$ cat config.mk
export PLATFORM = sky130hd
export DESIGN_NAME = smb_byte_master
export DESIGN_NICKNAME = d
export VERILOG_FILES = /design/src/rtl/smb_pkg.sv /design/src/rtl/smb_sync.sv /design/src/rtl/smb_qtick.sv /design/src/rtl/smb_low_watch.sv /design/src/rtl/smb_seq_fsm.sv /design/src/rtl/smb_byte_master.sv
export SDC_FILE = /design/constraint.sdc
export NUM_CORES = 1
export LEC_CHECK = 0
export CAP_MARGIN = 10
export CORE_MARGIN = 1.5
export CORE_UTILIZATION = 52
export DETAILED_ROUTE_END_ITERATION = 10
export DONT_BUFFER_PORTS = 1
export PLACE_DENSITY = 0.64
export SLEW_MARGIN = 30
export SYNTH_ARGS = -nofsm -noshare
export SYNTH_HDL_FRONTEND = slang
export SYNTH_SLANG_ARGS = --single-unit
$ cat constraint.sdc
create_clock -name clk -period 2.4 [get_ports clk]
set_clock_uncertainty 0.15 [all_clocks]
set_input_delay 0.48 -clock clk [delete_from_list [all_inputs] [get_ports clk]]
set_output_delay 0.48 -clock clk [all_outputs]
set_load 0.03 [all_outputs]
$ cat src/rtl/smb_pkg.sv
package smb_pkg;
  typedef enum logic [2:0] {
    ST_IDLE,
    ST_START,
    ST_BYTE,
    ST_ACK,
    ST_STOP
  } eng_state_e;

  typedef enum logic {
    STG_ADDR,
    STG_DATA
  } stage_e;
endpackage

$ cat src/rtl/smb_sync.sv
module smb_sync #(
  parameter int W      = 2,
  parameter int STAGES = 2
) (
  input  logic         clk,
  input  logic         rst_n,
  input  logic [W-1:0] d,
  output logic [W-1:0] q
);
  for (genvar i = 0; i < W; i++) begin : g_bit
    logic [STAGES-1:0] chain;
    always_ff @(posedge clk or negedge rst_n) begin
      if (!rst_n) chain <= '1;
      else        chain <= {chain[STAGES-2:0], d[i]};
    end
    assign q[i] = chain[STAGES-1];
  end
endmodule

$ cat src/rtl/smb_qtick.sv
module smb_qtick #(
  parameter int QDIV = 125
) (
  input  logic clk,
  input  logic rst_n,
  input  logic clr,
  output logic tick
);
  localparam int CW = (QDIV > 1) ? $clog2(QDIV) : 1;
  localparam logic [CW-1:0] LAST = CW'(QDIV - 1);

  logic [CW-1:0] cnt;

  always_ff @(posedge clk or negedge rst_n) begin
    if (!rst_n) begin
      cnt  <= '0;
      tick <= 1'b0;
    end else if (clr) begin
      cnt  <= '0;
      tick <= 1'b0;
    end else begin
      tick <= (cnt == LAST);
      cnt  <= (cnt == LAST) ? '0 : cnt + 1'b1;
    end
  end
endmodule

$ cat src/rtl/smb_low_watch.sv
module smb_low_watch #(
  parameter int LIMIT = 1250000
) (
  input  logic clk,
  input  logic rst_n,
  input  logic scl_lvl,
  output logic fire
);
  localparam int CW = $clog2(LIMIT + 1);
  localparam logic [CW-1:0] LAST = CW'(LIMIT - 1);

  logic [CW-1:0] cnt;

  always_ff @(posedge clk or negedge rst_n) begin
    if (!rst_n) begin
      cnt  <= '0;
      fire <= 1'b0;
    end else if (scl_lvl) begin
      cnt  <= '0;
      fire <= 1'b0;
    end else if (cnt == LAST) begin
      cnt  <= '0;
      fire <= 1'b1;
    end else begin
      cnt  <= cnt + 1'b1;
      fire <= 1'b0;
    end
  end
endmodule

$ cat src/rtl/smb_seq_fsm.sv
module smb_seq_fsm
  import smb_pkg::*;
(
  input  logic       clk,
  input  logic       rst_n,
  input  logic       req_valid,
  input  logic [6:0] req_addr,
  input  logic       req_rd,
  input  logic [7:0] req_wdata,
  output logic       req_ready,
  input  logic       tick,
  input  logic       wd_fire,
  input  logic       sda_lvl,
  output logic       tick_clr,
  output logic       busy,
  output logic       done,
  output logic [7:0] rx_data,
  output logic       scl_oe,
  output logic       sda_oe
);
  eng_state_e state;
  stage_e     stage;
  logic [1:0] ph;
  logic [2:0] bitcnt;
  logic [7:0] shreg, wdata_q, rx_q;
  logic [6:0] addr_q;
  logic       rw_q, ack_en, ack_seen, busy_q, done_q, scl_q, sda_q;
  logic       rxmode, accept, bus_bad, arb_lost, abort_c;

  always_comb begin
    rxmode   = (stage == STG_DATA) && rw_q;
    accept   = req_valid && !busy_q;
    bus_bad  = tick && (state == ST_START) && (ph == 2'd2) && !sda_lvl;
    arb_lost = tick && (state == ST_BYTE) && !rxmode && (ph == 2'd2)
               && shreg[7] && !sda_lvl;
    abort_c  = bus_bad || arb_lost || (wd_fire && (state != ST_IDLE));
  end

  always_ff @(posedge clk or negedge rst_n) begin
    if (!rst_n) begin
      state    <= ST_IDLE;
      stage    <= STG_ADDR;
      ph       <= '0;
      bitcnt   <= '0;
      shreg    <= '0;
      wdata_q  <= '0;
      rx_q     <= '0;
      addr_q   <= '0;
      rw_q     <= 1'b0;
      ack_en   <= 1'b1;
      ack_seen <= 1'b0;
      busy_q   <= 1'b0;
      done_q   <= 1'b0;
      scl_q    <= 1'b0;
      sda_q    <= 1'b0;
    end else begin
      done_q <= 1'b0;
      if (abort_c) begin
        state  <= ST_IDLE;
        busy_q <= 1'b0;
        scl_q  <= 1'b0;
        sda_q  <= 1'b0;
        ack_en <= 1'b1;
        ph     <= '0;
      end else if (state == ST_IDLE) begin
        if (accept) begin
          addr_q  <= req_addr;
          rw_q    <= req_rd;
          wdata_q <= req_wdata;
          busy_q  <= 1'b1;
          state   <= ST_START;
          ph      <= '0;
        end
      end else if (tick) begin
        ph <= ph + 2'd1;
        case (state)
          ST_START: begin
            case (ph)
              2'd0: sda_q <= 1'b0;
              2'd1: scl_q <= 1'b0;
              2'd2: sda_q <= 1'b1;
              default: begin
                scl_q  <= 1'b1;
                shreg  <= {addr_q, rw_q};
                stage  <= STG_ADDR;
                bitcnt <= 3'd7;
                state  <= ST_BYTE;
              end
            endcase
          end
          ST_BYTE: begin
            case (ph)
              2'd0: sda_q <= rxmode ? 1'b0 : ~shreg[7];
              2'd1: scl_q <= 1'b0;
              2'd2: if (rxmode) shreg <= {shreg[6:0], sda_lvl};
              default: begin
                scl_q <= 1'b1;
                if (!rxmode) shreg <= {shreg[6:0], 1'b0};
                if (bitcnt == 3'd0) state <= ST_ACK;
                else                bitcnt <= bitcnt - 3'd1;
              end
            endcase
          end
          ST_ACK: begin
            case (ph)
              2'd0: sda_q <= rxmode ? ack_en : 1'b0;
              2'd1: scl_q <= 1'b0;
              2'd2: if (!rxmode) ack_seen <= !sda_lvl;
              default: begin
                scl_q <= 1'b1;
                if (stage == STG_ADDR) begin
                  if (!ack_seen) begin
                    state <= ST_START;
                  end else begin
                    stage  <= STG_DATA;
                    bitcnt <= 3'd7;
                    state  <= ST_BYTE;
                    if (rw_q) ack_en <= 1'b0;
                    else      shreg  <= wdata_q;
                  end
                end else if (rw_q) begin
                  rx_q   <= shreg;
                  ack_en <= 1'b1;
                  state  <= ST_STOP;
                end else begin
                  state <= ack_seen ? ST_STOP : ST_START;
                end
              end
            endcase
          end
          ST_STOP: begin
            case (ph)
              2'd0: sda_q <= 1'b1;
              2'd1: scl_q <= 1'b0;
              2'd2: sda_q <= 1'b0;
              default: begin
                state  <= ST_IDLE;
                busy_q <= 1'b0;
                done_q <= 1'b1;
              end
            endcase
          end
          default: state <= ST_IDLE;
        endcase
      end
    end
  end

  assign req_ready = !busy_q;
  assign tick_clr  = (state == ST_IDLE);
  assign busy      = busy_q;
  assign done      = done_q;
  assign rx_data   = rx_q;
  assign scl_oe    = scl_q;
  assign sda_oe    = sda_q;
endmodule

$ cat src/rtl/smb_byte_master.sv
module smb_byte_master #(
  parameter int CLK_HZ     = 50_000_000,
  parameter int SCL_HZ     = 100_000,
  parameter int TIMEOUT_US = 25_000
) (
  input  logic       clk,
  input  logic       rst_n,
  input  logic       req_valid,
  output logic       req_ready,
  input  logic [6:0] req_addr,
  input  logic       req_rd,
  input  logic [7:0] req_wdata,
  output logic       busy,
  output logic       done,
  output logic [7:0] rx_data,
  output logic       scl_oe,
  output logic       sda_oe,
  input  logic       scl_in,
  input  logic       sda_in
);
  localparam int QDIV   = CLK_HZ / (SCL_HZ * 4);
  localparam int WD_CYC = (CLK_HZ / 1_000_000) * TIMEOUT_US;

  logic [1:0] lines_sync;
  logic       tick, tick_clr, wd_fire;

  smb_sync #(.W(2), .STAGES(2)) u_sync (
    .clk  (clk),
    .rst_n(rst_n),
    .d    ({scl_in, sda_in}),
    .q    (lines_sync)
  );

  smb_qtick #(.QDIV(QDIV)) u_tick (
    .clk  (clk),
    .rst_n(rst_n),
    .clr  (tick_clr),
    .tick (tick)
  );

  smb_low_watch #(.LIMIT(WD_CYC)) u_watch (
    .clk    (clk),
    .rst_n  (rst_n),
    .scl_lvl(lines_sync[1]),
    .fire   (wd_fire)
  );

  smb_seq_fsm u_fsm (
    .clk      (clk),
    .rst_n    (rst_n),
    .req_valid(req_valid),
    .req_addr (req_addr),
    .req_rd   (req_rd),
    .req_wdata(req_wdata),
    .req_ready(req_ready),
    .tick     (tick),
    .wd_fire  (wd_fire),
    .sda_lvl  (lines_sync[0]),
    .tick_clr (tick_clr),
    .busy     (busy),
    .done     (done),
    .rx_data  (rx_data),
    .scl_oe   (scl_oe),
    .sda_oe   (sda_oe)
  );
endmodule

==> impl.org <==
** STA
- Final Worst Setup Slack :: between 0.2 and 0.25 ns
- Post-layout min period :: 2.154 ns
- On the final layout, the worst hold slack is -0.3381 ns.
- Achievable Freq :: between 400 and 500 MHz
- RSZ-0062 raised after global routing :: no
- Setup violations remaining at the end of the flow were counted as 0.
- After routing, the total negative slack on setup checks comes to 0 ns.
- Max-slew violation count :: 0
- Portion of the clock cycle consumed by the worst path in the final layout :: about 90%
- At the pin with the least slew margin, the transition time is between 0.6 and 0.7 ns.
- Max-slew headroom :: 54.82%
- Hold violation total from the final report :: 81

** CTS
- In this run, post-CTS hold repair placed 2 buffers.
- Clock sink count :: slightly above 80
- CTS placed an instance of sky130_fd_sc_hd__clkbuf_8 at the clock tree root.
- Latest clock arrival within the worst-skew pair :: ~0.35 ns
- The longest clock path from root to sink contains 2 buffers.
- H-tree depth :: 3
- PostCTS Resize Cnt :: 0
- TritonCTS built the clock tree.
- Worst-path clk slew :: ~0.080 ns
- Number of buffers created by CTS :: 9

** Synthesis
- Number of nets produced by synthesis :: between 400 and 500
- In the synthesized netlist, the number of instances is roughly 380.
- Synth Cell Area :: ~4000 um^2
- Number of warnings reported in the yosys synthesis log :: 0
- Counting flops with a built-in enable in the synthesized netlist gives 0.
- The share of the Yosys chip area taken by registers is roughly 50%.
- Most common flop cell mapped by yosys :: sky130_fd_sc_hd__dfrtp_1
- Count of different cell masters after synthesis :: between 50 and 60
- Proportion of register bits with asynchronous set or reset after synthesis :: 100.0%
- Counting flops and latches in the post-synthesis netlist gives 81.
- Mean instance size in the synthesized netlist :: 10.54 um^2

** Global routing
- The via count of the first global-routing pass came to 2695.
- Maximum number of pins on one net before global-route repair :: between 80 and 90
- Number of antenna violations at the first check in global routing :: 0
- The first global-routing pass estimated ~13000 um of wire.
- Global-route congestion overflow total :: 0
- Gr usage total :: 20.41%

** Pwr
- Total power draw :: approximately 2.5 mW
- Worst vdd rail ir drop :: approximately 0.46 mV
- Pwr Density :: 569.6 nW/um^2
- For this design the static power due to leakage is roughly 2.0 nW.

** Route
- DRT Pass-1 Iters :: 4
- Metal2 WL :: ~3700 um
- Routed length per placed instance :: approximately 16 um
- Remaining DRCs :: 0
- Wirelength, routed :: 7814 um
- Count of vias placed by the detailed router :: between 2000 and 3000
- After detailed routing, the number of vias per cell comes to approximately 5.6.
- Detailed routing placed a total of 361 um of wire on met3.
- The detailed router finished its first iteration with between 150 and 200 violations.
- Once detail routing completed, the nets flagged for antenna violations numbered 0.
- Top layer in use :: met4
- Routed length on met1 :: about 3700 um

** Layout
- Once layout is done, the placed cells without fillers occupy 4439 um^2.
- The final layout contains 425 nets.
- In the final layout, the share of cells above drive strength 1 is around a fifth.
- Layout filler cell count :: 605
- Number of cells in the finished layout apart from fillers :: between 400 and 500
- Once layout is complete, the utilization of the core stands at approximately three fifths.
- Antenna diodes :: 0
- Compared with the post-synthesis result, the final layout area differs by 9.709%.

** Place
- After detailed placement, the design holds a cell count of around 480.
- At the end of routability-driven placement, the weighted congestion stood at 0.9004.
- Prior to clock tree synthesis, the placed netlist has a worst setup slack of approximately 0.26 ns.
- The wire-length estimate of the detail-placed layout is about 5300 um.
- Once placement finished, the instance area stood at between 4000 and 5000 um^2.
- Buffers placed on the I/O ports in this run total 0.

** Floorplan
- Number of primary I/O pins :: 34
- From left edge to right edge, the die measures 91.21 um.
- Initial core utilization :: between 50% and 60%
- Die Height :: approximately 90 um
- Area of the die :: ~8300 um^2
- Floorplan core area :: between 7000 and 8000 um^2
- The initialized floorplan defines 31 standard-cell rows.

** Run status
- The checks that failed: negative hold slack.
- The flow ran to the end, but the final reports show violations.

** Critical path
- Critical-path cell with the highest stage delay :: sky130_fd_sc_hd__dfrtp_1
- Count of buffer and inverter cells on the critical path :: 1
- Maximum fanout along the worst path :: 8
- For the worst setup path, the data arrival time is between 2 and 2.5 ns.
- Category of the worst setup path capture point :: flip-flop
- STA puts the critical path data required time at roughly 2.5 ns.
- Largest delay contributor family on the critical path :: simple AND/OR/NAND/NOR gates
- Kind of launch point of the worst setup path :: flip-flop
- By startpoint and endpoint, the worst setup path is classified as flip-flop to flip-flop.
- Walking the worst path, the cells encountered are inv_1 -> ha_1 -> and4bb_2 -> nand4_1 -> and2_4 -> nand3_4 -> mux2_2.
- On the worst path, the slowest cell contributes a delay of 0.43 ns.

** Flow run
- Max-cap violations in this run came to 0.

** Worst hold path
- The tightest min-delay check is of the primary input to asynchronous set/reset pin type.
## cell type report
| class | count | area, um^2 | share of cell area [%] |
|---|---|---|---|
| sequential | 81 | 2033 | 45.80 |
| multi-input combinational | 273 | 1883 | 42.42 |
| clock buffer | 10 | 127.6 | 2.875 |
| tap | 99 | 123.9 | 2.790 |
| timing repair buffer | 15 | 117.6 | 2.649 |
| clock inverter | 6 | 97.59 | 2.198 |
| inverter | 15 | 56.30 | 1.268 |
## routing by layer
metal | vias to the layer above | global-route usage (%)
met3 | 10 | 5.528
met2 | 61 | 31.34
met4 | 0 | 7.292
met5 | - | 0
li1 | 1365 | -
met1 | 1352 | 27.77
## placed cells by master, fill, tap and decap left out, types with 9 or more instances in the layout
cell type,netlist,final
sky130_fd_sc_hd__nor2_1,42,42
sky130_fd_sc_hd__inv_1,15,15
sky130_fd_sc_hd__nand4_1,12,12
sky130_fd_sc_hd__mux2_2,30,30
sky130_fd_sc_hd__xnor2_1,11,11
sky130_fd_sc_hd__buf_4,1,13
sky130_fd_sc_hd__nand2_1,34,34
sky130_fd_sc_hd__ha_1,9,9
sky130_fd_sc_hd__xor2_1,15,15
sky130_fd_sc_hd__dfrtp_1,76,76
sky130_fd_sc_hd__clkbuf_8,0,9
sky130_fd_sc_hd__a21oi_1,11,11
sky130_fd_sc_hd__nand3_1,18,18
sky130_fd_sc_hd__o21ai_0,22,22
## cell usage after synthesis, drive strengths merged, types with 3 or more instances
| cell type | number | area, um^2 |
|---|---|---|
| dfstp | 5 | 131.4 |
| nand3 | 19 | 107.6 |
| xnor2 | 11 | 96.34 |
| clkbuf | 8 | 30.03 |
| mux2 | 31 | 352.8 |
| or3 | 3 | 23.77 |
| nand2b | 5 | 31.28 |
| nor2 | 43 | 168.9 |
| nor4b | 3 | 26.28 |
| inv | 15 | 56.30 |
| nor2b | 3 | 18.77 |
| o21ai | 22 | 110.1 |
| o211ai | 3 | 22.52 |
| buf | 7 | 43.79 |
| nor3 | 9 | 67.56 |
| xor2 | 15 | 131.4 |
| nand2 | 34 | 127.6 |
| mux2i | 8 | 80.08 |
| nand4 | 12 | 75.07 |
| a31oi | 3 | 18.77 |
| a21oi | 11 | 55.05 |
| dfrtp | 76 | 1902 |
| and3 | 4 | 25.02 |
| ha | 9 | 112.6 |
## cells by family (layout without fill, tap and decap cells)
| kind of cell | Yosys count | count (layout) | synth area share, % |
|---|---|---|---|
| AOI/OAI and AO/OA | 51 | 51 | 8.349 |
| adders and majority gates | 9 | 9 | 2.783 |
| xor gates and xnor gates | 26 | 26 | 5.628 |
| and+or+nand+nor | 148 | 148 | 19.08 |
| muxes | 39 | 39 | 10.70 |
| buffers and inverters | 30 | 46 | 3.216 |
| DFF | 81 | 81 | 50.25 |
## repair_timing
item,in CTS,in global routing
endpoints found under the setup margin,0,0
endpoints found under the hold margin,83,81
buffers inserted,0,0
## power by group
part / internal, mW / total, mW / leakage (nW) / switching, mW
combinational: 0.00810 / 0.0175 / 0.819 / 0.00942
sequential: 1.37 / 1.38 / 1.08 / 0.00562
clock: 0.603 / 1.13 / 0.113 / 0.529
## worst paths after layout
check | start | slack [ns] | endpoint | depth (start not counted)
max reg2reg | u_fsm.ph[0]$_DFFE_PN0P_ | 0.25 | u_fsm.shreg[4]$_DFFE_PN0P_ | 7
min | rst_n | -0.34 | u_tick.cnt[4]$_DFF_PN0_ | 0
max in group asynchronous | rst_n | 2.24 | u_fsm.ack_en$_DFFE_PN1P_ | 0
min in group clk | req_wdata[5] | 0.11 | u_fsm.wdata_q[5]$_DFFE_PN0P_ | 1
min reg2reg | u_sync.g_bit[1].chain[0]$_DFF_PN1_ | 0.21 | u_sync.g_bit[1].chain[1]$_DFF_PN1_ | 0
max | u_fsm.ph[0]$_DFFE_PN0P_ | 0.25 | u_fsm.shreg[4]$_DFFE_PN0P_ | 7
## sequential cells by signal, indices dropped and copies added (netlist names), 2 cells and up
register            cells
u_watch.cnt            21
u_fsm.rx_data           8
u_fsm.shreg             8
u_fsm.wdata_q           8
u_fsm.addr_q            7
u_tick.cnt              7
u_sync.g_bit.chain      4
u_fsm.bitcnt            3
u_fsm.state             3
u_fsm.ph                2
Note: power is estimated with default switching activity, not from simulation.
